### config.mk
export PLATFORM = sky130hd
export DESIGN_NAME = step_sequencer
export DESIGN_NICKNAME = d
export VERILOG_FILES = /design/src/rtl/seq_pkg.sv /design/src/rtl/seq_decode.sv /design/src/rtl/seq_outputs.sv /design/src/rtl/step_sequencer.sv
export SDC_FILE = /design/constraint.sdc
export NUM_CORES = 1
export LEC_CHECK = 0
export ABC_AREA = 1
export BUFFER_PORTS_ARGS = -buffer_cell sky130_fd_sc_hd__buf_2
export CAP_MARGIN = 40
export CORE_AREA = 2 2 39 41
export DETAILED_ROUTE_END_ITERATION = 10
export DIE_AREA = 0 0 41 43
export GPL_ROUTABILITY_DRIVEN = 1
export PLACE_DENSITY = 0.81
export SETUP_SLACK_MARGIN = 0.3
export SYNTH_ARGS = -nofsm -noshare
export SYNTH_HDL_FRONTEND = slang
export SYNTH_SLANG_ARGS = --single-unit
### constraint.sdc
create_clock -name clk -period 2 [get_ports clk]
set_clock_uncertainty 0.15 [all_clocks]
set_input_delay 0.4 -clock clk [delete_from_list [all_inputs] [get_ports clk]]
set_output_delay 0.4 -clock clk [all_outputs]
set_load 0.03 [all_outputs]
### src/rtl/seq_pkg.sv
package seq_pkg;

    localparam int OP_W  = 5;
    localparam int ALU_N = 4;

    localparam logic [OP_W-1:0] OPC_NOP  = 5'b11010;
    localparam logic [OP_W-1:0] OPC_HALT = 5'b11011;

    // index order = alu_op bit order: add, sub, and, or
    localparam logic [OP_W-1:0] ALU_CODES [ALU_N] = '{5'b00011, 5'b00100, 5'b01001, 5'b01010};

    typedef enum logic [2:0] {
        ST_RST, ST_F0, ST_F1, ST_F2, ST_X3, ST_X4, ST_X5, ST_HALT
    } step_t;

    typedef struct packed {
        logic clr;
        logic sel_a;
        logic sel_b;
        logic sel_c;
        logic reg_wr;
        logic reg_rd;
        logic y_ld;
        logic z_ld;
        logic pc_drive;
        logic pc_ld;
        logic pc_inc;
        logic mar_ld;
        logic mem_rd;
        logic mdr_ld;
        logic mdr_drive;
        logic ir_ld;
        logic zlo_drive;
    } strobe_t;

endpackage

### src/rtl/seq_decode.sv
module seq_decode
    import seq_pkg::*;
#(
    parameter int W = OP_W,
    parameter int N = ALU_N
) (
    input  logic [W-1:0] opcode,
    output logic [N-1:0] alu_sel,
    output logic         is_alu,
    output logic         is_halt
);

    for (genvar i = 0; i < N; i++) begin : g_alu
        assign alu_sel[i] = (opcode == ALU_CODES[i]);
    end

    assign is_alu  = |alu_sel;
    assign is_halt = (opcode == OPC_HALT);

endmodule

### src/rtl/seq_outputs.sv
module seq_outputs
    import seq_pkg::*;
#(
    parameter int N = ALU_N
) (
    input  step_t          state,
    input  logic           alu_grp,
    input  logic [N-1:0]   alu_q,
    output strobe_t        stb,
    output logic [N-1:0]   alu_op,
    output logic           run
);

    always_comb begin
        stb    = '0;
        alu_op = '0;
        run    = 1'b1;
        unique case (state)
            ST_RST: stb.clr = 1'b1;
            ST_F0: begin
                stb.pc_drive = 1'b1;
                stb.mar_ld   = 1'b1;
                stb.pc_inc   = 1'b1;
                stb.z_ld     = 1'b1;
            end
            ST_F1: begin
                stb.zlo_drive = 1'b1;
                stb.pc_ld     = 1'b1;
                stb.mem_rd    = 1'b1;
                stb.mdr_ld    = 1'b1;
            end
            ST_F2: begin
                stb.mdr_drive = 1'b1;
                stb.ir_ld     = 1'b1;
            end
            ST_X3: begin
                if (alu_grp) begin
                    stb.sel_b  = 1'b1;
                    stb.reg_rd = 1'b1;
                    stb.y_ld   = 1'b1;
                end
            end
            ST_X4: begin
                stb.sel_c  = 1'b1;
                stb.reg_rd = 1'b1;
                stb.z_ld   = 1'b1;
                alu_op     = alu_q;
            end
            ST_X5: begin
                stb.zlo_drive = 1'b1;
                stb.sel_a     = 1'b1;
                stb.reg_wr    = 1'b1;
            end
            ST_HALT: run = 1'b0;
            default: run = 1'b0;
        endcase
    end

endmodule

### src/rtl/step_sequencer.sv
module step_sequencer
    import seq_pkg::*;
#(
    parameter int W = OP_W,
    parameter int N = ALU_N
) (
    input  logic         clk,
    input  logic         rst,
    input  logic         stop,
    input  logic [W-1:0] opcode,
    output logic         run,
    output logic         dp_clear,
    output logic         sel_a,
    output logic         sel_b,
    output logic         sel_c,
    output logic         reg_wr,
    output logic         reg_rd,
    output logic         y_ld,
    output logic         z_ld,
    output logic         pc_drive,
    output logic         pc_ld,
    output logic         pc_inc,
    output logic         mar_ld,
    output logic         mem_rd,
    output logic         mdr_ld,
    output logic         mdr_drive,
    output logic         ir_ld,
    output logic         zlo_drive,
    output logic [N-1:0] alu_op
);

    step_t        state, state_nx;
    logic [N-1:0] alu_sel, alu_q;
    logic         is_alu, is_halt;
    strobe_t      stb;

    seq_decode #(.W(W), .N(N)) u_dec (
        .opcode  (opcode),
        .alu_sel (alu_sel),
        .is_alu  (is_alu),
        .is_halt (is_halt)
    );

    // state register and opcode-select latch
    always_ff @(posedge clk or posedge rst) begin
        if (rst) begin
            state <= ST_RST;
            alu_q <= '0;
        end else begin
            state <= state_nx;
            if (state == ST_X3) alu_q <= alu_sel;
        end
    end

    always_comb begin
        state_nx = state;
        unique case (state)
            ST_RST:  state_nx = ST_F0;
            ST_F0:   state_nx = ST_F1;
            ST_F1:   state_nx = ST_F2;
            ST_F2:   state_nx = ST_X3;
            ST_X3: begin
                if (is_alu)       state_nx = ST_X4;
                else if (is_halt) state_nx = ST_HALT;
                else              state_nx = ST_F0;
            end
            ST_X4:   state_nx = ST_X5;
            ST_X5:   state_nx = ST_F0;
            ST_HALT: state_nx = ST_HALT;
            default: state_nx = ST_HALT;
        endcase
        if (stop) state_nx = ST_HALT;
    end

    seq_outputs #(.N(N)) u_out (
        .state   (state),
        .alu_grp (is_alu),
        .alu_q   (alu_q),
        .stb     (stb),
        .alu_op  (alu_op),
        .run     (run)
    );

    assign dp_clear  = stb.clr;
    assign sel_a     = stb.sel_a;
    assign sel_b     = stb.sel_b;
    assign sel_c     = stb.sel_c;
    assign reg_wr    = stb.reg_wr;
    assign reg_rd    = stb.reg_rd;
    assign y_ld      = stb.y_ld;
    assign z_ld      = stb.z_ld;
    assign pc_drive  = stb.pc_drive;
    assign pc_ld     = stb.pc_ld;
    assign pc_inc    = stb.pc_inc;
    assign mar_ld    = stb.mar_ld;
    assign mem_rd    = stb.mem_rd;
    assign mdr_ld    = stb.mdr_ld;
    assign mdr_drive = stb.mdr_drive;
    assign ir_ld     = stb.ir_ld;
    assign zlo_drive = stb.zlo_drive;

endmodule

After elaboration in Yosys (flattened, before gate mapping)
Cells that the tools add are included.
{ "totals": {"regBits": 7, "input_bits": 8, "wordCells": 40} }
{ "classes": {"eq_ne": 12, "n_mux": 21, "reduce_logical": 5} }
{ "op_table": {"columns": ["cell", "count"], "rows": [
  ["case mux 3 bit (7 select lines)", 1],
  ["== test 3 bit (second input constant)", 4],
  ["two-way mux 1 bit", 11],
  ["== test 5 x 4 -> 1 bit (second input constant)", 2],
  ["two-way mux 3 bit", 3],
  ["two-way mux 2 bit", 4],
  ["== test 3 x 2 -> 1 bit (second input constant)", 2],
  ["OR reduction 2 bit", 3],
  ["== test 5 x 2 -> 1 bit (second input constant)", 1],
  ["== test 5 x 3 -> 1 bit (second input constant)", 1],
  ["== test 5 bit (second input constant)", 1],
  ["two-way mux 4 bit", 1],
  ["OR reduction 4 bit", 1],
  ["== test 3 x 1 -> 1 bit (second input constant)", 1],
  ["logical NOT 3 bit", 1],
  ["case mux 1 bit (2 select lines)", 1]
]} }

Depth between registers and ports, before layout
{ "depth": {"ltp_word": 5, "depth_mapped": 9} }

Hierarchy
A second synthesis with hierarchy kept.
{ "unflattened": {"hier_cells": 98, "hier_area_um2": 614.3} }
{ "by_module_without_submodules": {"columns": ["mod", "instances", "cells_per_inst", "area_per_inst_um2"], "rows": [
  ["step_sequencer", 1, 42, 344.1],
  ["seq_outputs", 1, 34, 170.2],
  ["seq_decode", 1, 22, 100.1]
]} }

Worst setup path after synthesis
OpenSTA, ideal clock, no wires.
{ "synth_timing": {"kind": "reg2out", "startpoint": "register state[0]", "endpoint": "output pc_drive", "arrival_time_ns": 1.601, "required_ns": 1.450, "path_slack_ns": -0.151, "stages_incl_launch_ff": 7, "path_cell_list": "dfrtp_1 clkbuf_16 inv_2 nor2_1 nand2_1 inv_1 buf_4"} }
{ "synth_between": {"elab_chain_cells": 2} }
{ "synth_rtl": {"columns": ["item", "line", "text"], "rows": [
  ["start, declared", "step_sequencer.sv:32", "step_t state, state_nx;"],
  ["start signal, assigned", "step_sequencer.sv:50", "state <= state_nx;"],
  ["== test 3 x 1 -> 1 bit", "seq_outputs.sv:18", "unique case (state)"],
  ["two-way mux 1 bit", "seq_outputs.sv:18", null],
  ["end, declared", "step_sequencer.sv:20", "output logic pc_drive,"]
]} }
Every way passes these cells.

Final worst setup path
{ "layout_timing": {"startpoint": "input opcode[4]", "endpoint": "output sel_b"} }
{ "layout_between": {"elab_chain_cells": 4, "elab_cells_between_ends": 7, "classes_between": "4 x eq/ne; 2 x mux; 1 x reduce/logical"} }
{ "layout_rtl": {"columns": ["item", "line", "text"], "rows": [
  ["start, declared", "step_sequencer.sv:10", "input logic [W-1:0] opcode,"],
  ["== test 5 x 2 -> 1 bit (tied with other cells)", "seq_decode.sv:14", "assign alu_sel[i] = (opcode == ALU_CODES[i]);"],
  ["OR reduction 4 bit *", "seq_decode.sv:17", "assign is_alu = |alu_sel;"],
  ["two-way mux 1 bit *", "seq_outputs.sv:37", "if (alu_grp) begin"],
  ["two-way mux 1 bit *", "seq_outputs.sv:18", null],
  ["end, declared", "step_sequencer.sv:14", "output logic sel_b,"]
]} }
Every way passes the cells marked *; elsewhere a longest branch is shown, timed or not.

==> flow_summary.yaml <==
synth:
  yosys.area_share.simple_pct: 35.7
  synth_fa_ha_area_share_pct: 0
  yosysSeqAreaShare_pct: 31.6
  syn-cell-area_um2: 554
  yosys.area_share.xor_xnor_pct: 0
  synth.most_common_cell: "nand2_1"
  synthTopCellsByCount: "17 x nand2_1, 16 x inv_1, 16 x nor2_1"
  synth_warnings: 0
  synth_edf_count: 0
  muxShareOfSynthArea_pct: 0
  synthArstFlopShare_pct: 100
  synth-seq-cells: 7
  synth_compound_area_share_pct: 4.51
  ys.flop_type: "dfrtp_1"
  synth_top_family_by_area: "simple AND/OR/NAND/NOR gates"
  synth_area_leaders: "dfrtp_1 32%, nand2_1 12%, inv_1 11%"
  synth_top_area_cell: "dfrtp_1"
  syn_inst: 85
  ys_types: 15
  netlist.area_leader.share_pct: 31.6
  avgSynthCellArea_um2: 6.52
  syn_nets: 93
critical_path:
  reg2reg_depth: 7
  path_class: "input port to output port"
  crit_family: "simple AND/OR/NAND/NOR gates"
  start_kind: "input port"
  crit_path_max_incr_delay_ns: 0.14
  r2r_end: "state[2]$_DFF_PP0_"
  cp.arrival_ns: 1.26
  crit_path_max_fanout: 3
  crit_buf_inv: 4
  rr_startpoint: "state[2]$_DFF_PP0_"
  slowest_stage: "nor2_4"
  end_kind: "output port"
  reg2reg_slack_ns: 0.61
  worstPathRequired_ns: 1.45
  cp_cell_sequence: "buf_2, inv_4, nand3_2, nor2_4, nor2_2, nand2_2, nand2_4, clkinvlp_4, buf_6"
grt:
  grt_pass1_wl_mm: 2.44
  grt_antenna_before_repair: 0
  grt_overflow: 0
  use_met3_pct: 7.33
  grt_max_degree: 11
  gr-usage-all-layers_pct: 21.0
  grt_pass1_vias: 646
  busiest_layer: "met2"
  use_met2_pct: 38.1
  use_met1_pct: 19.0
floorplan:
  dieArea_mm2: 0.00176
  fp.dieH_um: 43
  core_mm2: 0.00138
  row_count: 14
  die_w_um: 41
  start_util_pct: 40.1
  ios: 30
placement:
  place_ws_ns: 0.162
  numPortBuffers: 29
  gp_congestion: 0.719
  dpl_cell_area_um2: 731
  dp_hpwl_um: 945
timing:
  finalCritPeriodShare_pct: 90.3
  setup_viol: 0
  whs_ns: 0.218
  fin_crit_ns: 1.81
  rsz0062_at_grt: "true"
  hold_viol: 0
  drv_slew: 0
  fmax_ghz: 0.554
  relSlewSlack_pct: 82.3
  setup_tns_ns: 0
  worst_pin_slew_ns: 0.264
  setup_slack_ns: 0.194
power_and_ir_drop:
  irDropWorstVdd_v: 0.000616
  pwr_density_cell_mw_per_mm2: 574
  cellLeakagePower_nw: 0.591
flow_run:
  cap_violations: 0
clock_tree:
  clkTransAtPathRegs_ns: 0.06
  clock_path_buffers: 2
  cts_tree: "yes"
  insertion_delay_ns: 0.25
  cts_htree_levels: 1
  numClockSinks: 7
  cts_root_buf: "clkbuf_4"
  numCtsBuffers: 3
route:
  vias: 673
  viasPerCell: 4.74
  drt-initial-drc-count: 8
  routedWlPerCell_um: 12.8
  dr.pass1.iters: 4
  wirelength_mm: 1.82
  antenna_left: 0
  drc_errors: 0
cells_and_area:
  finalInstanceArea_mm2: 0.00112
  drive_above_1_share_pct: 70.6
  multi_input_area_um2: 397
  diodes: 0
  nets: 135
  layout.area.seq_um2: 179
  syn_to_final_growth_pct: 103
  n_fill_cell: 85
  utilization_pct: 81.3
min_path:
  hp-start: "stop"
  whs_path_depth: 3
  min_to: "state[2]$_DFF_PP0_"
  hold_path.class: "input port to flip-flop"
outcome:
  outcome: "complete, no violations"
[per-layer routing]
metal	part of all wire [%]	vias to the layer above
met5	0	-
met2	59	29
met3	4.7	6
met1	34	310
li1	-	328
met4	2.5	0
[through the flow]
stage          power [W]  instances
2_1_floorplan   0.000384         85
6_report        0.000646        142
5_1_grt         0.000683        142
4_1_cts         0.000616        141
3_5_place_dp    0.000428        123
3_3_place_gp    0.000422        123
[sequential cells by signal (all words and copies together) (netlist names)]
signal  cells
state       3
alu_q       4
[tightest hold or removal path, cell delays in order]
cell,delay (ns)
buf_2,0.09
inv_1,0.04
nand2_1,0.05
[cells in the final DEF, fill, tap and decap left out, drive strengths merged]
cell / instances
nor2: 17
buf: 45
a21oi: 1
nand2: 19
clkbuf: 4
dlygate4sd3: 1
nand3: 7
o21ai: 4
clkinvlp: 1
nor3: 3
dfrtp: 7
inv: 17
[power breakdown]
part	switching [W]	internal [W]
Sequential	0.0000167	0.000178
Clock	0.0000540	0.0000763
Combinational	0.000202	0.000119
Total	0.000273	0.000373
[final cells by class]
class / instances / share of cell area (%)
flip-flops and latches: 7 / 15.9
multi-input cells: 51 / 35.3
inverters: 18 / 7.45
repair buffers: 46 / 37.3
clock buffers: 4 / 2.34
well taps: 16 / 1.78
[logic make-up (layout without fill, tap and decap cells)]
group | Yosys count | count (layout)
AND/OR/NAND/NOR | 46 | 46
buffers and inverters | 27 | 68
AO/OA/AOI/OAI | 5 | 5
flip-flops | 7 | 7
[worst max-delay path by stage]
stage | end | cells after the start | startpoint
2_1_floorplan | y_ld | 7 | state[1]$_DFF_PP0_
3_3_place_gp | y_ld | 9 | opcode[0]
3_5_place_dp | reg_rd | 9 | opcode[0]
4_1_cts | alu_op[2] | 6 | state[1]$_DFF_PP0_
5_1_grt | sel_b | 9 | opcode[4]
6_report | sel_b | 9 | opcode[4]
[repair_timing]
action	CTS	global route
hold buffers	1	0
pin swaps	11	9
endpoints found under the hold margin	7	0
resized for setup	54	28
setup buffers	13	1
endpoints found under the setup margin	21	22
No activity file was read; power rests on OpenSTA's default activity.
